## config.mk

```make
export PLATFORM = sky130hd
export DESIGN_NAME = stk_pushpop_seq
export DESIGN_NICKNAME = d
export VERILOG_FILES = /design/src/rtl/stk_pkg.sv /design/src/rtl/stk_pick.sv /design/src/rtl/stk_addr_unit.sv /design/src/rtl/stk_pushpop_seq.sv
export SDC_FILE = /design/constraint.sdc
export NUM_CORES = 1
export LEC_CHECK = 0
export BUFFER_PORTS_ARGS = -buffer_cell sky130_fd_sc_hd__buf_2
export CAP_MARGIN = 20
export CORE_MARGIN = 4
export CORE_UTILIZATION = 50
export DETAILED_ROUTE_END_ITERATION = 10
export PLACE_DENSITY = 0.83
export SLEW_MARGIN = 5
export SYNTH_ARGS = -nofsm -noshare
export SYNTH_HDL_FRONTEND = slang
export SYNTH_SLANG_ARGS = --single-unit
```

## constraint.sdc

```tcl
create_clock -name clk -period 3 [get_ports clk]
set_input_delay 0.6 -clock clk [delete_from_list [all_inputs] [get_ports clk]]
set_output_delay 0.6 -clock clk [all_outputs]
set_load 0.02 [all_outputs]
```

## src/rtl/stk_pkg.sv

```systemverilog
package stk_pkg;

    localparam int          RIDX_W = 4;
    localparam logic [3:0]  REG_SP = 4'd13;
    localparam logic [3:0]  REG_LR = 4'd14;
    localparam logic [3:0]  REG_PC = 4'd15;

    typedef enum logic [1:0] {
        ST_IDLE = 2'd0,
        ST_XFER = 2'd1,
        ST_WB   = 2'd2
    } stk_state_e;

endpackage

```

## src/rtl/stk_pick.sv

```systemverilog
// Picks the next register from a remaining-list mask, either lowest or
// highest index first, and returns a one-hot mask to clear it.
module stk_pick #(
    parameter int W  = 8,
    parameter int IW = (W > 1) ? $clog2(W) : 1
) (
    input  logic [W-1:0]  mask_i,
    input  logic          hi_first_i,
    output logic [IW-1:0] idx_o,
    output logic          any_o,
    output logic [W-1:0]  onehot_o
);

    logic [IW-1:0] lo_idx;
    logic [IW-1:0] hi_idx;

    always_comb begin
        lo_idx = '0;
        for (int i = W - 1; i >= 0; i--) begin
            if (mask_i[i]) lo_idx = IW'(i);
        end
        hi_idx = '0;
        for (int i = 0; i < W; i++) begin
            if (mask_i[i]) hi_idx = IW'(i);
        end
    end

    assign any_o = |mask_i;
    assign idx_o = hi_first_i ? hi_idx : lo_idx;

    for (genvar g = 0; g < W; g++) begin : g_onehot
        assign onehot_o[g] = any_o && (idx_o == IW'(g));
    end

endmodule

```

## src/rtl/stk_addr_unit.sv

```systemverilog
// Address arithmetic: first address, per-access step and final stack pointer.
module stk_addr_unit #(
    parameter int XLEN       = 32,
    parameter int WORD_BYTES = 4
) (
    input  logic [XLEN-1:0] sp_i,
    input  logic [XLEN-1:0] cur_i,
    input  logic            start_pop_i,
    input  logic            step_pop_i,
    output logic [XLEN-1:0] start_o,
    output logic [XLEN-1:0] next_o,
    output logic [XLEN-1:0] final_sp_o
);

    localparam logic [XLEN-1:0] STEP = XLEN'(WORD_BYTES);

    assign start_o    = start_pop_i ? sp_i : (sp_i - STEP);
    assign next_o     = step_pop_i ? (cur_i + STEP) : (cur_i - STEP);
    assign final_sp_o = step_pop_i ? cur_i : (cur_i + STEP);

endmodule

```

## src/rtl/stk_pushpop_seq.sv

```systemverilog
module stk_pushpop_seq
    import stk_pkg::*;
#(
    parameter int XLEN       = 32,
    parameter int LIST_W     = 8,
    parameter int WORD_BYTES = 4,
    parameter int INSN_W     = 16,
    parameter int POP_BIT    = 11,
    parameter int EXTRA_BIT  = 8
) (
    input  logic              clk,
    input  logic              rst_n,
    input  logic              start_i,
    input  logic [INSN_W-1:0] insn_i,
    input  logic [XLEN-1:0]   sp_i,
    output logic [RIDX_W-1:0] rd_sel_o,
    input  logic [XLEN-1:0]   rd_data_i,
    output logic              mem_req_o,
    output logic              mem_we_o,
    output logic [XLEN-1:0]   mem_addr_o,
    output logic [XLEN-1:0]   mem_wdata_o,
    input  logic [XLEN-1:0]   mem_rdata_i,
    input  logic              mem_ready_i,
    output logic              rf_we_o,
    output logic [RIDX_W-1:0] rf_waddr_o,
    output logic [XLEN-1:0]   rf_wdata_o,
    output logic              done_o
);

    localparam int IW = (LIST_W > 1) ? $clog2(LIST_W) : 1;
    localparam logic [XLEN-1:0] STEP = XLEN'(WORD_BYTES);

    typedef struct packed {
        stk_state_e        state;
        logic              pop;
        logic              extra;
        logic              empty;
        logic [LIST_W-1:0] list;
        logic [XLEN-1:0]   addr;
    } seq_t;

    localparam seq_t SEQ_RST = '{state: ST_IDLE, pop: 1'b0, extra: 1'b0,
                                 empty: 1'b0, list: '0, addr: '0};

    seq_t seq_d, seq_q;

    logic [IW-1:0]     pick_idx;
    logic              pick_any;
    logic [LIST_W-1:0] pick_onehot;
    logic [XLEN-1:0]   addr_start;
    logic [XLEN-1:0]   addr_next;
    logic [XLEN-1:0]   sp_final;
    logic              cur_extra;
    logic [RIDX_W-1:0] cur_reg;
    logic              unused_insn;

    assign unused_insn = ^insn_i;

    stk_pick #(.W(LIST_W), .IW(IW)) u_pick (
        .mask_i     (seq_q.list),
        .hi_first_i (!seq_q.pop),
        .idx_o      (pick_idx),
        .any_o      (pick_any),
        .onehot_o   (pick_onehot)
    );

    stk_addr_unit #(.XLEN(XLEN), .WORD_BYTES(WORD_BYTES)) u_addr (
        .sp_i        (sp_i),
        .cur_i       (seq_q.addr),
        .start_pop_i (insn_i[POP_BIT]),
        .step_pop_i  (seq_q.pop),
        .start_o     (addr_start),
        .next_o      (addr_next),
        .final_sp_o  (sp_final)
    );

    // Extra register goes first on a push and last on a pop.
    assign cur_extra = seq_q.extra && (!seq_q.pop || !pick_any);
    assign cur_reg   = cur_extra ? (seq_q.pop ? REG_PC : REG_LR)
                                 : RIDX_W'(pick_idx);

    always_comb begin
        seq_d       = seq_q;
        rd_sel_o    = cur_reg;
        mem_req_o   = 1'b0;
        mem_we_o    = 1'b0;
        mem_addr_o  = seq_q.addr;
        mem_wdata_o = rd_data_i;
        rf_we_o     = 1'b0;
        rf_waddr_o  = cur_reg;
        rf_wdata_o  = mem_rdata_i;
        done_o      = 1'b0;

        case (seq_q.state)
            ST_IDLE: begin
                if (start_i) begin
                    seq_d.pop   = insn_i[POP_BIT];
                    seq_d.extra = insn_i[EXTRA_BIT];
                    seq_d.list  = insn_i[LIST_W-1:0];
                    seq_d.addr  = addr_start;
                    seq_d.empty = !(|insn_i[LIST_W-1:0]) && !insn_i[EXTRA_BIT];
                    seq_d.state = seq_d.empty ? ST_WB : ST_XFER;
                end
            end
            ST_XFER: begin
                mem_req_o = 1'b1;
                mem_we_o  = !seq_q.pop;
                if (mem_ready_i) begin
                    if (seq_q.pop) begin
                        rf_we_o    = 1'b1;
                        rf_wdata_o = cur_extra ? {mem_rdata_i[XLEN-1:1], 1'b0}
                                               : mem_rdata_i;
                    end
                    if (cur_extra) begin
                        seq_d.extra = 1'b0;
                    end else begin
                        seq_d.list = seq_q.list & ~pick_onehot;
                    end
                    seq_d.addr = addr_next;
                    if (!(|seq_d.list) && !seq_d.extra) begin
                        seq_d.state = ST_WB;
                    end
                end
            end
            ST_WB: begin
                done_o      = 1'b1;
                rf_we_o     = !seq_q.empty;
                rf_waddr_o  = REG_SP;
                rf_wdata_o  = sp_final;
                seq_d.state = ST_IDLE;
            end
            default: seq_d.state = ST_IDLE;
        endcase
    end

    always_ff @(posedge clk) begin
        if (!rst_n) seq_q <= SEQ_RST;
        else        seq_q <= seq_d;
    end

    // a stalled access holds its request, address and direction.
    p_stall_hold_r8: assert property (@(posedge clk) disable iff (!rst_n)
        mem_req_o && !mem_ready_i |=>
            mem_req_o && $stable(mem_addr_o) && $stable(mem_we_o));

    // nothing is written to a register while a load is stalled.
    p_stall_no_write_r8: assert property (@(posedge clk) disable iff (!rst_n)
        mem_req_o && !mem_ready_i |-> !rf_we_o);

    // back-to-back stores walk downward one word at a time.
    p_push_desc_r3: assert property (@(posedge clk) disable iff (!rst_n)
        mem_req_o && mem_we_o && $past(mem_req_o && mem_ready_i && mem_we_o)
            |-> mem_addr_o == $past(mem_addr_o) - STEP);

    // back-to-back loads walk upward one word at a time.
    p_pop_asc_r5: assert property (@(posedge clk) disable iff (!rst_n)
        mem_req_o && !mem_we_o && $past(mem_req_o && mem_ready_i && !mem_we_o)
            |-> mem_addr_o == $past(mem_addr_o) + STEP);

    // the program counter is never written with bit 0 set.
    p_pc_even_r6: assert property (@(posedge clk) disable iff (!rst_n)
        rf_we_o && rf_waddr_o == REG_PC |-> !rf_wdata_o[0]);

    // the stack pointer write appears only with the done pulse.
    p_sp_with_done_r4: assert property (@(posedge clk) disable iff (!rst_n)
        rf_we_o && rf_waddr_o == REG_SP |-> done_o && !mem_req_o);

    // done is a single-cycle pulse.
    p_done_pulse_r9: assert property (@(posedge clk) disable iff (!rst_n)
        done_o |=> !done_o);

    // a completion without a register write had no access before it.
    p_empty_quiet_r10: assert property (@(posedge clk) disable iff (!rst_n)
        done_o && !rf_we_o |-> !$past(mem_req_o));

endmodule

```

==> flow_metrics.py <==
metrics = {
    "run_status": {
        "outcome": "complete, no violations",
    },
    "detailed_routing": {
        "wl_um": 17200,
        "first_pass_iters": 5,
        "routed_via_density": 5.96,
        "wl_per_cell_um": 16.7,
        "ant_nets": 0,
        "first_iter_violations": 576,
        "drc": 0,
        "vias": 6165,
    },
    "die": {
        "fp-row-count": 37,
        "die_y_um": 112,
        "die_area_um2": 12600,
        "initial_core_util": 0.520,
        "io_pins": 224,
        "die_x_um": 112,
        "placeableCoreArea_um2": 10500,
    },
    "cts": {
        "cts_tree": "built",
        "cts_max_path_buffers": 2,
        "cts-hold-fix-buffers": 0,
        "cts.sinks": 45,
        "cts_max_level": 2,
        "cts_buffers": 5,
        "cts-root-buf": "clkbuf_8",
        "clk_pin_slew_ns": 0.10,
        "clk_latency_ns": 0.31,
    },
    "synth": {
        "yosys_register_bits": 45,
        "synth_ff_type": "dfxtp_1",
        "synth_top_area_frac": 0.166,
        "synth_fp_nets": 938,
        "post-synth-top-count-cell": "nand2_1",
        "ys_top_cells_by_area": "dfxtp_1 17%, buf_4 9.1%, nand2_1 6.9%",
        "yosysSeqAreaShare": 0.166,
        "syn_area_um2": 5440,
        "ys_types": 66,
        "yosysWarnings": 0,
        "synth_edf_count": 0,
        "ys_top_cells_by_count": "100 x nand2_1, 67 x nor2_1, 66 x buf_4, 66 x o21ai_0, 57 x a21oi_1",
        "async_flop_share": 0,
        "syn_area_per_cell_um2": 6.68,
        "yosys.area.top_type": "dfxtp_1",
        "synthCells": 814,
    },
    "power": {
        "irDropWorstVdd_v": 0.000368,
        "power.total_mw": 5.70,
        "p_per_area_nw_per_um2": 920,
        "p_leak_nw": 2.54,
    },
    "grt": {
        "grt_use_total": 0.259,
        "grt_pass1_wl_um": 27600,
        "antenna_found_initial": 0,
        "grt_pass1_vias": 5536,
        "grt_max_degree": 60,
        "grt_overflow": 0,
    },
    "flow_run": {
        "drv_cap": 0,
    },
    "timing": {
        "fmax_mhz": 347,
        "hold_viol": 0,
        "slew_headroom": 0.511,
        "setup-violations-final": 0,
        "timing.hold.ws_ns": 0.478,
        "setup_ws_ns": 0.118,
        "final.setup.tns_ns": 0,
        "min_period_ns": 2.88,
        "rsz0062_at_grt": "yes",
        "maxSlewViolCount": 0,
        "skew_ns": 0.00982,
        "worst_pin_slew_ns": 0.730,
        "min_period_over_period": 0.961,
    },
    "setup_path": {
        "critPathCaptureType": "primary output",
        "cp_data_arrival_time_ns": 2.28,
        "startpoint_type": "flop",
        "crit_type": "flop to primary output",
        "path_max_fanout": 5,
        "crit_required_ns": 2.40,
    },
    "place": {
        "post-place-cells": 1024,
        "dpl.hpwl_um": 13300,
        "pre_cts_slack_ns": 0.160,
        "gp_congestion": 0.921,
        "placed_area_um2": 5970,
        "port-buffer-count": 153,
    },
    "hold_path": {
        "hold_class": "flop to flop",
    },
    "layout": {
        "finalNonFillerCells": 1034,
        "layout-drive-gt1-share": 0.277,
        "postLayoutCoreUtil": 0.592,
        "area.growth.synth_to_final_pct": 13.8,
        "final_cell_area_um2": 6190,
        "diodes": 0,
        "fillers": 1046,
        "fin_nets": 1021,
    },
}
## worst max-delay path, cell delays in order, from the launching register on
cell     delay (ns)
dfxtp_2        0.36
nand2_4        0.07
or3_4          0.40
or3_4          0.44
nor3_4         0.17
nand3_2        0.10
xor2_1         0.16
o21ai_1        0.12
buf_4          0.15
## cell usage in the layout, fill, tap and decap left out, types with 5 or more instances in the layout
master    synthesis  final
nand4_1          11     11
or4_1             7      6
a21oi_1          57     57
o32ai_1           8      8
nor4_1           17     16
inv_1            23     23
a31oi_1           8      8
and3_1           14     14
a22oi_1          12     12
buf_2            14    152
nor3_1           35     32
nor2b_1           7      7
o22ai_1           5      5
nand2b_1          8      8
and2_1            7      7
ha_1              8      7
o21ai_1           5      9
buf_4            66     45
o31ai_1           5      5
a21o_1            6      6
nand2_1         100     99
xor2_1           22     22
nand3_1          27     23
or3_1             9      7
clkbuf_8          0      6
o21ai_0          66     62
xnor2_1          42     42
dfxtp_2           0      7
nor2_1           67     64
dfxtp_1          45     36
## cells by family after synthesis
logic type,count (synthesis),synth area share
AOI/OAI and AO/OA,217,0.251
xor gates and xnor gates,64,0.103
adders and majority gates,8,0.0184
buffers and inverters,148,0.154
DFF,45,0.166
muxes,3,0.00552
and+or+nand+nor,329,0.303
## area by class of cell
cell class	count	area [um2]	area share
tap	136	170	0.0275
inverter	26	97.6	0.0158
clock inverter	2	13.8	0.00222
clock buffer	6	82.6	0.0133
multi-input combinational	621	3790	0.612
sequential	45	917	0.148
timing repair buffer	198	1120	0.181
## state kept, by name, indices dropped and copies added (netlist names)
name / cells
mem_addr_o: 32
seq_q: 13
## where the power goes
group | internal (mW) | switching, mW | total (mW)
Sequential | 0.777 | 0.192 | 0.968
Combinational | 1.57 | 2.73 | 4.31
Clock | 0.187 | 0.232 | 0.420
## repair_timing
action                                  4_1_cts  5_1_grt
setup buffers                                 0        2
endpoints found under the setup margin       11       15
gates resized for setup                       7       28
endpoints found under the hold margin         0        0
pin swaps                                     1        4
## worst paths after layout
kind            startpoint             end  slack, ns  depth (start not counted)
min reg2reg  mem_addr_o[0]   mem_addr_o[0]       0.48                          2
min          mem_addr_o[0]   mem_addr_o[0]       0.48                          2
max          mem_addr_o[8]  rf_wdata_o[31]       0.12                          8
max reg2reg  mem_addr_o[9]  mem_addr_o[21]       0.46                          9
## metal layers
| layer | GRT usage | vias to the layer above | part of all wire |
|---|---|---|---|
| met5 | 0 | - | 0 |
| met4 | 0.0889 | 0 | 0.023 |
| met3 | 0.0830 | 38 | 0.13 |
| met2 | 0.387 | 403 | 0.42 |
| met1 | 0.351 | 2725 | 0.43 |
| li1 | - | 2999 | - |
Power figures use the tool's default switching activity.
